<file path="config.mk">
export PLATFORM = sky130hd
export DESIGN_NAME = dual_path_backend
export DESIGN_NICKNAME = d
export VERILOG_FILES = /design/src/rtl/dual_path_pkg.sv /design/src/rtl/therm_count.sv /design/src/rtl/path_corrector.sv /design/src/rtl/path_interleaver.sv /design/src/rtl/dual_path_backend.sv
export SDC_FILE = /design/constraint.sdc
export NUM_CORES = 1
export LEC_CHECK = 0
export ABC_AREA = 0
export BUFFER_PORTS_ARGS = -buffer_cell sky130_fd_sc_hd__buf_2
export CORE_UTILIZATION = 43
export CTS_CLUSTER_DIAMETER = 200
export DETAILED_ROUTE_END_ITERATION = 7
export GPL_TIMING_DRIVEN = 0
export PLACE_DENSITY = 0.66
export RECOVER_POWER = 50
export SLEW_MARGIN = 20
export SYNTH_ARGS = -nofsm -noshare
export SYNTH_HDL_FRONTEND = slang
export SYNTH_HIERARCHICAL = 1
export SYNTH_SLANG_ARGS = --single-unit
</file>
<file path="constraint.sdc">
create_clock -name clk_i -period 3.3 [get_ports clk_i]
set_input_delay 0.495 -clock clk_i [delete_from_list [all_inputs] [get_ports clk_i]]
set_output_delay 0.495 -clock clk_i [all_outputs]
set_load 0.005 [all_outputs]
</file>
<file path="src/rtl/dual_path_pkg.sv">
package dual_path_pkg;
  typedef enum logic {
    SLOT_PATH1 = 1'b0,
    SLOT_PATH2 = 1'b1
  } slot_e;
endpackage

</file>
<file path="src/rtl/therm_count.sv">
module therm_count #(
  parameter int N  = 15,
  localparam int OW = $clog2(N + 1)
) (
  input  logic [N-1:0]  therm_i,
  output logic [OW-1:0] count_o
);
  always_comb begin
    count_o = '0;
    for (int i = 0; i < N; i++) count_o = count_o + OW'(therm_i[i]);
  end
endmodule

</file>
<file path="src/rtl/path_corrector.sv">
module path_corrector #(
  parameter int C1_W   = 5,
  parameter int C2_W   = 4,
  parameter int CODE_W = 4,
  parameter int SHIFT  = 1,
  localparam int SW    = C1_W + SHIFT + 3,
  localparam int MID1  = 2 ** (C1_W - 1),
  localparam int MID2  = 2 ** (C2_W - 1),
  localparam int MIDO  = 2 ** (CODE_W - 1),
  localparam int MAXO  = 2 ** CODE_W - 1
) (
  input  logic              clk_i,
  input  logic              rst_ni,
  input  logic              cap_i,
  input  logic              upd_i,
  input  logic [C1_W-1:0]   cnt1_i,
  input  logic [C2_W-1:0]   cnt2_i,
  output logic [CODE_W-1:0] p1_next_o,
  output logic [CODE_W-1:0] dac1_o,
  output logic [CODE_W-1:0] dac2_o,
  output logic              clip_o
);
  logic [C1_W-1:0]   c1_q;
  logic [C2_W-1:0]   c2_q, prev_q;
  logic [CODE_W-1:0] dac1_q, dac2_q;
  logic              clip_q;
  logic signed [SW-1:0] e1, d2, raw;
  logic              out_of_range;

  always_ff @(posedge clk_i or negedge rst_ni) begin
    if (!rst_ni) begin
      c1_q   <= '0;
      c2_q   <= C2_W'(MID2);
      prev_q <= C2_W'(MID2);
    end else if (cap_i) begin
      c1_q   <= cnt1_i;
      c2_q   <= cnt2_i;
      prev_q <= c2_q;
    end
  end

  // Signed correction around mid-scale; c = 2^SHIFT is a plain shift
  always_comb begin
    e1  = $signed(SW'(c1_q));
    d2  = $signed(SW'(c2_q)) - $signed(SW'(prev_q));
    raw = e1 - $signed(SW'(MID1)) - (d2 <<< SHIFT) + $signed(SW'(MIDO));
    out_of_range = 1'b0;
    if (raw < 0) begin
      p1_next_o    = '0;
      out_of_range = 1'b1;
    end else if (raw > $signed(SW'(MAXO))) begin
      p1_next_o    = CODE_W'(MAXO);
      out_of_range = 1'b1;
    end else begin
      p1_next_o = raw[CODE_W-1:0];
    end
  end

  always_ff @(posedge clk_i or negedge rst_ni) begin
    if (!rst_ni) begin
      dac1_q <= '0;
      dac2_q <= '0;
      clip_q <= 1'b0;
    end else if (upd_i) begin
      dac1_q <= p1_next_o;
      dac2_q <= CODE_W'(c2_q);
      if (out_of_range) clip_q <= 1'b1;
    end
  end

  assign dac1_o = dac1_q;
  assign dac2_o = dac2_q;
  assign clip_o = clip_q;

  AST_CLIP_STICKY: assert property (@(posedge clk_i) disable iff (!rst_ni)
    clip_q |=> clip_q);
  AST_CLIP_ON_RAIL: assert property (@(posedge clk_i) disable iff (!rst_ni)
    (upd_i && (raw < 0 || raw > $signed(SW'(MAXO)))) |=> clip_q);
  AST_DAC_HOLD: assert property (@(posedge clk_i) disable iff (!rst_ni)
    !upd_i |=> ($stable(dac1_q) && $stable(dac2_q)));
endmodule

</file>
<file path="src/rtl/path_interleaver.sv">
module path_interleaver
  import dual_path_pkg::*;
#(
  parameter int CODE_W = 4
) (
  input  logic              clk_i,
  input  logic              rst_ni,
  input  logic              cap_i,
  input  logic              upd_i,
  input  logic [CODE_W-1:0] p1_i,
  input  logic [CODE_W-1:0] p2_i,
  output logic [CODE_W-1:0] data_o,
  output logic              slot_o,
  output logic              valid_o
);
  logic [CODE_W-1:0] data_q;
  slot_e             slot_q;
  logic              valid_q;

  always_ff @(posedge clk_i or negedge rst_ni) begin
    if (!rst_ni) begin
      data_q  <= '0;
      slot_q  <= SLOT_PATH1;
      valid_q <= 1'b0;
    end else if (upd_i) begin
      data_q  <= p1_i;
      slot_q  <= SLOT_PATH1;
      valid_q <= 1'b1;
    end else if (cap_i && valid_q) begin
      data_q  <= p2_i;
      slot_q  <= SLOT_PATH2;
    end
  end

  assign data_o  = data_q;
  assign slot_o  = slot_q;
  assign valid_o = valid_q;

  AST_VALID_STAYS: assert property (@(posedge clk_i) disable iff (!rst_ni)
    valid_q |=> valid_q);
  AST_SLOT_ALTERNATES: assert property (@(posedge clk_i) disable iff (!rst_ni)
    (valid_q && $past(valid_q)) |-> (slot_q != $past(slot_q)));
  AST_FIRST_SLOT: assert property (@(posedge clk_i) disable iff (!rst_ni)
    $rose(valid_q) |-> (slot_q == SLOT_PATH1));
endmodule

</file>
<file path="src/rtl/dual_path_backend.sv">
module dual_path_backend #(
  parameter int TH1_N  = 31,
  parameter int TH2_N  = 15,
  parameter int CODE_W = 4,
  parameter int SHIFT  = 1,
  localparam int C1_W  = $clog2(TH1_N + 1),
  localparam int C2_W  = $clog2(TH2_N + 1)
) (
  input  logic              clk_i,
  input  logic              rst_ni,
  input  logic [TH1_N-1:0]  therm1_i,
  input  logic [TH2_N-1:0]  therm2_i,
  output logic [CODE_W-1:0] data_o,
  output logic              slot_o,
  output logic              valid_o,
  output logic [CODE_W-1:0] dac1_o,
  output logic [CODE_W-1:0] dac2_o,
  output logic              clip_o
);
  logic              ph_q;
  logic              cap, upd;
  logic [C1_W-1:0]   cnt1;
  logic [C2_W-1:0]   cnt2;
  logic [CODE_W-1:0] p1_next, dac2_w;

  // Half-rate phase: 0 = capture slot, 1 = update slot
  always_ff @(posedge clk_i or negedge rst_ni) begin
    if (!rst_ni) ph_q <= 1'b0;
    else         ph_q <= ~ph_q;
  end
  assign cap = ~ph_q;
  assign upd = ph_q;

  therm_count #(.N(TH1_N)) u_cnt1 (.therm_i(therm1_i), .count_o(cnt1));
  therm_count #(.N(TH2_N)) u_cnt2 (.therm_i(therm2_i), .count_o(cnt2));

  path_corrector #(
    .C1_W(C1_W), .C2_W(C2_W), .CODE_W(CODE_W), .SHIFT(SHIFT)
  ) u_corr (
    .clk_i(clk_i), .rst_ni(rst_ni), .cap_i(cap), .upd_i(upd),
    .cnt1_i(cnt1), .cnt2_i(cnt2),
    .p1_next_o(p1_next), .dac1_o(dac1_o), .dac2_o(dac2_w), .clip_o(clip_o)
  );
  assign dac2_o = dac2_w;

  path_interleaver #(.CODE_W(CODE_W)) u_ilv (
    .clk_i(clk_i), .rst_ni(rst_ni), .cap_i(cap), .upd_i(upd),
    .p1_i(p1_next), .p2_i(dac2_w),
    .data_o(data_o), .slot_o(slot_o), .valid_o(valid_o)
  );

  AST_SLOT1_MATCHES_DAC2: assert property (@(posedge clk_i) disable iff (!rst_ni)
    (valid_o && slot_o) |-> (data_o == dac2_o));
  AST_SLOT0_MATCHES_DAC1: assert property (@(posedge clk_i) disable iff (!rst_ni)
    (valid_o && !slot_o) |-> (data_o == dac1_o));
endmodule

</file>
**Word-level counts from Yosys, hierarchy flattened**

Index checks and enable logic that the tools add are counted.

- Bits in registers: 29
- Bits of input ports: 48
- Logic and storage cells: 72
- Output and inout bits: 15

- Muxes and demuxes: 8
- $add $sub $neg: 48
- Bitwise gates (word level): 1
- Magnitude comparators: 2
- Reduce and logical (&&, ||, !) cells: 3

Operators by type and width:

| cell | number |
|---|---|
| adder 5 x 1 -> 5 bit | 29 |
| adder 4 x 1 -> 4 bit | 13 |
| 2-to-1 mux 4 bit | 4 |
| adder 9 x 5 -> 9 bit, second input constant | 1 |
| greater-than comparator 9 x 5 -> 1 bit, second input constant | 1 |
| less-than comparator 9 x 1 -> 1 bit, second input constant | 1 |
| subtractor 9 bit | 1 |
| subtractor 5 x 5 -> 6 bit, second input constant | 1 |
| subtractor 4 x 4 -> 5 bit | 1 |
| adder 1 x 1 -> 2 bit | 2 |
| 2-to-1 mux 1 bit | 4 |
| AND reduction 2 bit | 1 |
| nonzero test 2 bit | 1 |
| logical AND 1 bit | 1 |
| NOT 1 bit | 1 |

**Longest topological paths before layout**

Gate-level depths: netlist of the first run.

- Depth after elaboration: 30
- Mapped depth: 18
- Gate-level depth less buffers: 18

**Cells and area by module**

The synthesis of the first run kept the hierarchy.

Modules (own cells, without submodules):

| module | times used | area an instance (um^2) | cells each | sequential area each (um^2) |
|---|---|---|---|---|
| path_corrector | 1 | 1345.0 | 130 | 553.0 |
| therm_count (u_cnt1) | 1 | 795.8 | 83 | 0.0 |
| therm_count (u_cnt2) | 1 | 352.8 | 36 | 0.0 |
| path_interleaver | 1 | 292.8 | 27 | 150.1 |
| dual_path_backend | 1 | 28.8 | 2 | 25.0 |

**Worst setup path before layout of the first run**

No wires, ideal clock.

- Kind: input to register
- From: input therm1_i[19]
- To: register u_corr.c1_q[4]
- Path slack: -1431 ps
- Buffers on the path: 0
- Stages: 18
- Data required time: 3217 ps
- Arrival time: 4648 ps
- Setup time: 83 ps
- Path through: fa_1 > inv_1 > fa_1 > inv_1 > fa_1 > inv_1 > fa_1 > fa_1 > fa_1 > inv_1 > ha_1 > inv_1 > fa_1 > nand2b_1 > a21oi_2 > xor2_1 > nand2_1 > o21ai_0

- Word-level cells in the longest chain between the ends: 12

RTL lines:

| element | RTL line | RTL |
|---|---|---|
| start, declared | dual_path_backend.sv:11 | `input logic [TH1_N-1:0] therm1_i,` |
| adder 5 x 1 -> 5 bit (12 in a row) | therm_count.sv:10 | `for (int i = 0; i < N; i++) count_o = count_o + OW'(therm_i[i]);` |
| named net cnt1[4] | dual_path_backend.sv:22 | `logic [C1_W-1:0] cnt1;` |
| end signal, assigned | path_corrector.sv:36 | `c1_q <= cnt1_i;` |
| end, declared | path_corrector.sv:23 | `logic [C1_W-1:0] c1_q;` |

The timed path passes the listed nets, and every way through them passes these cells.
A chain may end at the register's enable or synchronous reset.

**Final worst setup path of the first run**

- From: input therm1_i[19]
- To: register u_corr.c1_q[2]

The elaborated chain is that of the path after synthesis.

==> results of run 1 <==
[cell type report]
class,instances,area [um^2],share of cell area [%]
tap,77,96.3,2.76
clock buffer,6,72.6,2.08
inverter,80,300,8.61
timing repair buffer,66,368,10.5
clock inverter,2,35.0,1.00
multi-input combinational,165,1870,53.7
buffer,4,15.0,0.430
sequential,29,728,20.9
[Yosys cell counts]
library cell / n / area share, %
or3b_1: 1 / 0.31
inv_1: 80 / 11
nor2b_1: 1 / 0.22
a221oi_2: 1 / 0.53
a311oi_2: 1 / 0.53
ha_1: 29 / 13
o311ai_1: 3 / 0.93
or2_2: 1 / 0.22
a21oi_1: 8 / 1.4
and2_4: 1 / 0.31
a21o_1: 4 / 1.1
fa_1: 34 / 24
clkbuf_1: 2 / 0.27
mux2i_1: 1 / 0.36
mux2_1: 7 / 2.8
o21a_1: 1 / 0.27
o21ai_1: 2 / 0.36
nor3b_1: 1 / 0.27
a21oi_2: 3 / 0.93
o21ai_0: 8 / 1.4
nor2_1: 7 / 0.93
nand4b_1: 4 / 1.2
xnor2_1: 7 / 2.2
a31oi_1: 4 / 0.89
o311ai_2: 1 / 0.58
o221a_1: 4 / 1.6
dfrtp_1: 27 / 24
nand3_1: 4 / 0.71
nand2b_1: 5 / 1.1
nand2_1: 14 / 1.9
buf_6: 1 / 0.40
mux2_2: 3 / 1.2
nor3_1: 1 / 0.18
dfstp_2: 2 / 1.9
nand2_2: 1 / 0.22
xor2_1: 3 / 0.93
buf_1: 1 / 0.13
[cells by family after synthesis]
logic type	after synthesis	share of synthesized area, %
buffers and inverters	84	11.5
adders and majority gates	63	37.1
and+or+nand+nor	41	7.60
AOI/OAI and AO/OA	40	10.5
DFF	29	25.9
muxes	11	4.36
xor gates and xnor gates	10	3.11
[flip-flops by register name (all words and copies together) (netlist names)]
signal	flops
u_corr/clip_o	1
u_corr/dac1_o	4
ph_q	1
u_ilv/slot_o	1
u_corr/dac2_o	4
u_corr/c2_q	4
u_ilv/valid_o	1
u_ilv/data_o	4
u_corr/c1_q	5
u_corr/prev_q	4
[cell usage in the layout, fill, tap and decap left out, types with 3 or more instances in the layout]
| cell type | n |
|---|---|
| buf_2 | 57 |
| buf_4 | 3 |
| o21ai_0 | 5 |
| a31oi_1 | 4 |
| ha_1 | 25 |
| nand2_1 | 13 |
| clkbuf_1 | 5 |
| mux2_1 | 4 |
| o221a_1 | 4 |
| xnor2_1 | 6 |
| inv_1 | 72 |
| a21oi_2 | 5 |
| nor2_1 | 7 |
| buf_6 | 5 |
| ha_4 | 3 |
| a21o_1 | 4 |
| inv_2 | 8 |
| dfrtp_1 | 27 |
| nand2b_1 | 4 |
| fa_2 | 6 |
| clkbuf_8 | 5 |
| mux2_4 | 4 |
| o311ai_1 | 3 |
| nand4b_1 | 4 |
| xor2_1 | 3 |
| o21ai_1 | 4 |
| a21oi_1 | 6 |
| nand3_1 | 4 |
| fa_1 | 28 |
[final timing paths]
| kind | end | slack, ns | cells past startpoint |
|---|---|---|---|
| max | u_corr/c1_q[2] | -1.32 | 18 |
| min | u_corr/prev_q[0] | 0.50 | 1 |
| max reg2reg | u_ilv/data_o[1] | 0.16 | 13 |
| min reg2reg | u_corr/prev_q[0] | 0.50 | 1 |
| max in group asynchronous | u_corr/dac1_o[0] | 1.86 | 1 |
| min in group asynchronous | u_ilv/valid_o | 0.56 | 1 |
[layer usage]
| layer | track usage, % | wire length [um] | part of all wire [%] |
|---|---|---|---|
| met4 | 4.39 | 38 | 0.75 |
| met1 | 18.2 | 2120 | 42 |
| met2 | 28.5 | 2770 | 55 |
| met3 | 2.98 | 146 | 2.9 |
| met5 | 0 | 0 | 0 |
[critical path: cells and delay by family]
| kind | cells | cell delay, ns |
|---|---|---|
| fa+ha+maj | 8 | 3.34 |
| buf+inv | 8 | 0.60 |
| mux | 1 | 0.26 |
| xor+xnor | 1 | 0.11 |
[stage by stage]
stage | hold slack [ns] | instance area (um^2) | setup slack [ns] | setup TNS [ns] | utilization [%]
2_1_floorplan | 0.199 | 2840 | -1.33 | -6.25 | -
3_3_place_gp | 0.476 | 3240 | -1.59 | -8.02 | 51.1
3_5_place_dp | 0.483 | 3240 | -1.66 | -8.57 | 51.1
4_1_cts | 0.240 | 3430 | -1.29 | -5.52 | 54.0
5_1_grt | 0.522 | 3490 | -1.50 | -6.53 | 55.0
6_report | 0.499 | 3490 | -1.32 | -5.52 | 55.0
[repair_timing]
item                                    CTS  global route
gates cloned                              0             0
resized for setup                        19            13
pin swaps                                 7             8
endpoints found under the setup margin   12            17
setup buffers                             2             2
==> results.toml, run 1 <==
[global_routing]
antenna_found_initial = 0
maximum_number_of_pins_on_one_net_before_global_route_repair = 30
grt_use_total_pct = 15.5
grt_pass1_vias = 2152
grt-ovfl-total = 0
grt_first_pass_wirelength_um = 8790

[clock_network]
clock_tree.root_cell = "clkbuf_8"
cts_stage_hold_buffer_count = 0
clock_insertion_delay_worst_skew_ns = 0.29
ctsLongestPathBuffers = 2
clkSinkCount = 29
tritoncts = "built"
cts_htree_levels = 2
clk_transition_reported_paths_ns = 0.06
cts_buf_count = 5

[worst_setup_path]
cp_data_arrival_time_ns = 4.79
cpMostUsedCell = "fa_1"
worst-endpoint-required_ns = 3.47
worstSetupStartpoint = "therm1_i[19]"
timing.critical_path.slowest_cell_delay_ns = 0.52
worst-setup-path-type = "in2reg"
crit_path_start_kind = "input port"
critPathSlowestCell = "fa_1"
timing.rr.start = "u_corr/c2_q[0]"
cp_cell_sequence = "buf_6, fa_1, inv_1, fa_1, inv_1, fa_1, inv_1, fa_1, fa_1, fa_1, inv_2, ha_4, inv_2, fa_2, buf_4, buf_6, xnor2_1, mux2_4"
critPathCaptureType = "flop"
crit_fanout = 2

[detailed_routing]
drc_errors = 0
antenna_violating_nets_post_route = 0
wirelength_um = 5070
firstDrtPassIters = 4
drt-wirelength-per-cell_um = 11.8
dr.first_iter.drc_count = 23
avgViaCountPerCell = 4.85
via_count = 2082

[place]
finalWeightedCongestion = 0.789
dp.cells = 417
hpwlAfterDp_um = 4270
buffer_ports.inserted = 62

[yosys]
synth-seq-cells = 29
synthesis.area_per_instance_um2 = 10.1
ys_types = 37
syn-instance-count = 278
ys_seq_area_share_pct = 25.9
yosysWarningCount = 6
syn_nets = 389
synth.cell_area_um2 = 2820

[sta]
fin_ws_ns = -1.32
max_freq_ghz = 0.216
final.period_utilization_pct = 140
report.final.slew_viol_count = 0
post-route-min-period_ns = 4.62
finalSetupViolations = 7
final.setup_skew_ns = 0.0128
worst-slew-pin-transition_ns = 1.50
finalHoldViolations = 0
max-slew-margin-rel_pct = 0.230
rsz0062_at_grt = "true"

[floorplan]
row_count = 29
design.die.area_um2 = 6870
chipWidth_um = 82.9
design.portCount = 63
starting_density_pct = 44.3
floorplan.die.height_um = 82.9
core_area_um2 = 6350

[layout]
final_nets = 462
fin_cells = 429
filler_cell_count = 582
layout-drive-gt1-share_pct = 32.4
area_delta_synth_final_pct = 24.0
antennaDiodeCount = 0

[flow_run]
timing.max_cap.violations = 1

[status]
failing_checks = "max-capacitance violations, negative setup slack"
status = "complete, but fails checks"

[worst_hold_path]
min-delay-start = "u_corr/prev_q[0]"
min_path_type = "reg2reg"
Power of run 1 is left out: the tool's default activity adds up to more than one toggle a clock period on the data nets, which glitch-free logic cannot reach.
==> inputs of run 2 (changes only) <==
SETUP_SLACK_MARGIN = 0.4   (was unset)
==> run 2 against run 1 <==
Against the previous run: the flow finishes with violations (max-capacitance violations, max-slew violations, negative setup slack); register-to-register slack better by 0.22 ns; sequential share of layout area shrank 1.5 points; setup slack gained 0.054 ns; clock skew fell by 0.0093 ns; core utilization rose by 4.1 points; first-iteration DRC count is 48% higher; worst hold slack lost 0.0065 ns; critical endpoint is now u_corr/c1_q[4].
==> results.toml, run 2 (same netlist as run 1, synthesis figures left out) <==
[flow_run]
timing.max_cap.violations = 1

[sta]
post-route-min-period_ns = 4.57
fin_ws_ns = -1.27
worst-slew-pin-transition_ns = 1.52
finalHoldViolations = 0
max-slew-margin-rel_pct = -1.67
finalSetupViolations = 8
max_freq_ghz = 0.219
rsz0062_at_grt = "true"
final.setup_skew_ns = 0.00352
final.period_utilization_pct = 138
report.final.slew_viol_count = 30

[clock_network]
ctsLongestPathBuffers = 2
clkSinkCount = 29
tritoncts = "built"
clock_tree.root_cell = "clkbuf_8"
cts_buf_count = 5
clock_insertion_delay_worst_skew_ns = 0.28
clk_transition_reported_paths_ns = 0.06
cts_htree_levels = 2
cts_stage_hold_buffer_count = 0

[place]
buffer_ports.inserted = 62
post-place-ws_ns = -1.65
finalWeightedCongestion = 0.783
dp.cells = 417
postPlaceCellArea_um2 = 3250
hpwlAfterDp_um = 4090

[layout]
fin_cells = 436
multiInputGateArea_um2 = 2100
filler_cell_count = 533
final_util_pct = 59.1
final_nets = 469
antennaDiodeCount = 0
area_delta_synth_final_pct = 33.3
top_register = "u_corr/c1_q"
seq_area_um2 = 728
most_common_cell_after_layout_fill_and_taps_aside = "inv_1"
largest_reg_flops = 5
layout-drive-gt1-share_pct = 40.1
finalInstanceArea_um2 = 3750
mostFrequentLayoutCells = "inv_1 (71), buf_2 (58), dfrtp_1 (27), fa_1 (27), ha_1 (17)"

[global_routing]
grt-ovfl-total = 0
maximum_number_of_pins_on_one_net_before_global_route_repair = 30
grt_pass1_vias = 2129
grt_use_total_pct = 16.2
antenna_found_initial = 0
grt_first_pass_wirelength_um = 9110

[floorplan]
design.portCount = 63
row_count = 29
core_area_um2 = 6350
design.die.area_um2 = 6870
chipWidth_um = 82.9
floorplan.die.height_um = 82.9
starting_density_pct = 44.3

[worst_hold_path]
min_path_type = "reg2reg"

[worst_setup_path]
cp_data_arrival_time_ns = 4.78
worst-endpoint-required_ns = 3.51
cpMostUsedCell = "fa_1"
cp_cell_sequence = "buf_6, fa_1, inv_1, fa_1, inv_1, fa_1, inv_1, fa_1, fa_1, fa_1, inv_2, ha_4, inv_2, fa_2, nand2b_4, a21oi_2, xor2_1, nand2_1, o21ai_1"
critPathSlowestCell = "fa_1"
critPathCaptureType = "flop"
timing.critical_path.slowest_cell_delay_ns = 0.52
worst-setup-path-type = "in2reg"
crit_fanout = 2
crit_path_start_kind = "input port"

[detailed_routing]
firstDrtPassIters = 4
wirelength_um = 5420
drt-wirelength-per-cell_um = 12.4
antenna_violating_nets_post_route = 0
via_count = 2098
dr.first_iter.drc_count = 34
drc_errors = 0
avgViaCountPerCell = 4.81

[status]
status = "complete, but fails checks"
failing_checks = "max-capacitance violations, max-slew violations, negative setup slack"
run 2: what timing repair did:
item / in CTS / in global routing
setup endpoints to repair: 18 / 18
pin swaps: 19 / 20
cloned: 0 / 0
buffers inserted: 5 / 6
resized for setup: 44 / 17
run 2: routing by layer:
layer / GRT usage [%] / vias to the layer above / wire [um]
li1: - / 1036 / -
met1: 18.8 / 1012 / 2230
met2: 30.2 / 44 / 2940
met3: 3.58 / 6 / 186
met4: 4.08 / 0 / 60
met5: 0 / - / 0
run 2: cell type report:
class / instances / share of cell area (%)
inverter: 80 / 8.00
sequential: 29 / 19.4
timing repair buffer: 73 / 10.9
buffer: 4 / 0.400
multi-input combinational: 165 / 56.0
tap: 77 / 2.57
clock inverter: 1 / 0.133
clock buffer: 7 / 2.57
run 2: final timing paths:
kind | start | end | slack (ns) | cells past startpoint
max | therm1_i[19] | u_corr/c1_q[4] | -1.27 | 19
min | u_ilv/slot_o | u_ilv/slot_o | 0.49 | 2
max reg2reg | u_corr/prev_q[0] | u_ilv/data_o[1] | 0.38 | 11
min reg2reg | u_ilv/slot_o | u_ilv/slot_o | 0.49 | 2
max in group asynchronous | rst_ni | u_corr/c1_q[3] | 1.83 | 1
min in group asynchronous | rst_ni | u_ilv/data_o[0] | 0.58 | 1
run 2: metrics by stage:
step           hold slack, ns  setup TNS (ns)
2_1_floorplan           0.199           -6.25
3_3_place_gp            0.477           -7.91
3_5_place_dp            0.486           -8.34
4_1_cts                 0.248           -5.66
5_1_grt                 0.554           -6.52
6_report                0.493           -5.60
run 2: worst max-delay path: cells and delay by family:
family / cells / cell delay, ns
simple gates: 2 / 0.22
buf+inv: 6 / 0.35
compound gates: 2 / 0.20
fa+ha+maj: 8 / 3.32
xor+xnor: 1 / 0.18
Power of run 2 is left out for the same reason.
==> inputs of run 3 (changes only) <==
CELL_PAD_IN_SITES_DETAIL_PLACEMENT = 2   (was unset)
CELL_PAD_IN_SITES_GLOBAL_PLACEMENT = 2   (was unset)
CORE_UTILIZATION = 34   (was 43)
PLACE_DENSITY = unset   (was 0.66)
PLACE_DENSITY_LB_ADDON = 0.1   (was unset)
==> run 3 against run 2 <==
Against the previous run: the run still ends with max-capacitance violations, max-slew violations, negative setup slack left; critical path depth unchanged; maximum frequency down 1.4%; core utilization down 9.7 points; worst hold slack better by 0.017 ns; sequential share of layout area down 0.62 points; non-clock buffer count up 7; setup slack worse by 0.065 ns; global-route usage up 1.1 points; count of clock-buffer cells in the layout up 1; die area up 26%; via count up 6.1%.
==> results.toml, run 3 (same netlist as run 1, synthesis figures left out) <==
[global_routing]
grt-ovfl-total = 0
grt_use_total_pct = 17.4
antenna_found_initial = 0
grt_pass1_vias = 2482
maximum_number_of_pins_on_one_net_before_global_route_repair = 30
grt_first_pass_wirelength_um = 11500

[clock_network]
ctsLongestPathBuffers = 2
tritoncts = "built"
clock_insertion_delay_worst_skew_ns = 0.28
cts_buf_count = 5
clock_tree.root_cell = "clkbuf_8"
clk_transition_reported_paths_ns = 0.06
clkSinkCount = 29
cts_htree_levels = 2

[floorplan]
chipWidth_um = 93.0
design.die.area_um2 = 8650
row_count = 32
starting_density_pct = 35.9
core_area_um2 = 7850
design.portCount = 63
floorplan.die.height_um = 93.0

[layout]
final_nets = 476
antennaDiodeCount = 0
top_register = "u_corr/c1_q"
mostFrequentLayoutCells = "inv_1 (68), buf_2 (57), dfrtp_1 (27)"
layout-drive-gt1-share_pct = 41.8
most_common_cell_after_layout_fill_and_taps_aside = "inv_1"
largest_reg_flops = 5
area_delta_synth_final_pct = 37.7
filler_cell_count = 842

[worst_setup_path]
critPathCaptureType = "flop"
timing.rr.start = "u_corr/prev_q[0]"
cp_data_arrival_time_ns = 4.84
worst-setup-path-type = "in2reg"
cp_cell_sequence = "buf_6, fa_1, inv_1, fa_1, inv_1, fa_1, inv_1, fa_1, fa_1, fa_1, inv_2, ha_4, inv_2, fa_2, nand2b_4, a21oi_4, xor2_1, nand2_1, o21ai_1"
crit_path_start_kind = "input port"
worst-endpoint-required_ns = 3.51
timing.critical_path.slowest_cell_delay_ns = 0.52
critPathSlowestCell = "fa_1"
crit_fanout = 2
worstSetupStartpoint = "therm1_i[19]"
cpMostUsedCell = "fa_1"

[detailed_routing]
drt-wirelength-per-cell_um = 16.0
avgViaCountPerCell = 4.76
wirelength_um = 7470
firstDrtPassIters = 2
dr.first_iter.drc_count = 42
drc_errors = 0
via_count = 2227
antenna_violating_nets_post_route = 0

[sta]
max-slew-margin-rel_pct = -5.91
final.setup_skew_ns = 0.00251
fin_hold_ws_ns = 0.510
fin_ws_ns = -1.34
final.period_utilization_pct = 140
worst-slew-pin-transition_ns = 1.59
max_freq_ghz = 0.216
finalSetupViolations = 8
finalHoldViolations = 0
report.final.slew_viol_count = 30
rsz0062_at_grt = "true"
post-route-min-period_ns = 4.64

[place]
hpwlAfterDp_um = 5490
buffer_ports.inserted = 62
finalWeightedCongestion = 0.702

[status]
failing_checks = "max-capacitance violations, max-slew violations, negative setup slack"
status = "complete, but fails checks"

[worst_hold_path]
min_path_type = "reg2reg"
min-delay-start = "u_corr/prev_q[3]"

[flow_run]
timing.max_cap.violations = 1
## run 3: cell count changes in the layout (fill, tap and decap cells not counted), sizes merged
cell	change
buf	+7
clkinv	-1
clkbuf	+1
## run 3: worst max-delay path: cells and delay by family
family / cells / cell delay [ns]
fa+ha+maj: 8 / 3.37
buf+inv: 6 / 0.35
simple gates: 2 / 0.24
compound gates: 2 / 0.23
xor+xnor: 1 / 0.16
## run 3: per-layer routing
layer  up-vias  share of wire [%]  track usage (%)
met2        53                 57             33.8
met5         -                  0                0
met1      1119                 38             19.1
li1       1046                  -                -
met3         9                3.1             2.44
met4         0                1.8             5.77
## run 3: final timing paths
path,endpoint,slack [ns],cells past startpoint
worst max-delay path,u_corr/c1_q[4],-1.34,19
worst min-delay path,u_corr/prev_q[3],0.51,2
worst max register to register,u_ilv/data_o[0],0.21,11
worst min register to register,u_corr/prev_q[3],0.51,2
max in group asynchronous,u_corr/c1_q[4],1.77,1
min in group asynchronous,u_ilv/valid_o,0.60,1
## run 3: metrics by stage
stage | instance area, um^2 | setup TNS (ns) | instances | util (%) | setup WS [ns]
2_1_floorplan | 2840 | -6.25 | 278 | - | -1.33
3_3_place_gp | 3280 | -8.25 | 442 | 41.8 | -1.63
3_5_place_dp | 3280 | -8.98 | 442 | 41.8 | -1.74
4_1_cts | 3660 | -6.03 | 458 | 46.6 | -1.36
5_1_grt | 3880 | -6.78 | 468 | 49.4 | -1.48
6_report | 3880 | -5.83 | 468 | 49.4 | -1.34
## run 3: area by class of cell
type	count	area, um^2	area share (%)
plain buffers	4	15.0	0.387
well taps	102	128	3.29
repair buffers	80	488	12.6
inverters	80	300	7.75
multi-input cells	165	2140	55.1
flip-flops and latches	29	728	18.8
clock buffers	8	80.1	2.07
## run 3: timing repair
action,in CTS,in global routing
setup endpoints to repair,18,18
resized for setup,45,31
pin swaps,30,21
hold buffers,0,0
setup buffers,8,9
gates cloned,0,1
Power of run 3 is left out for the same reason.
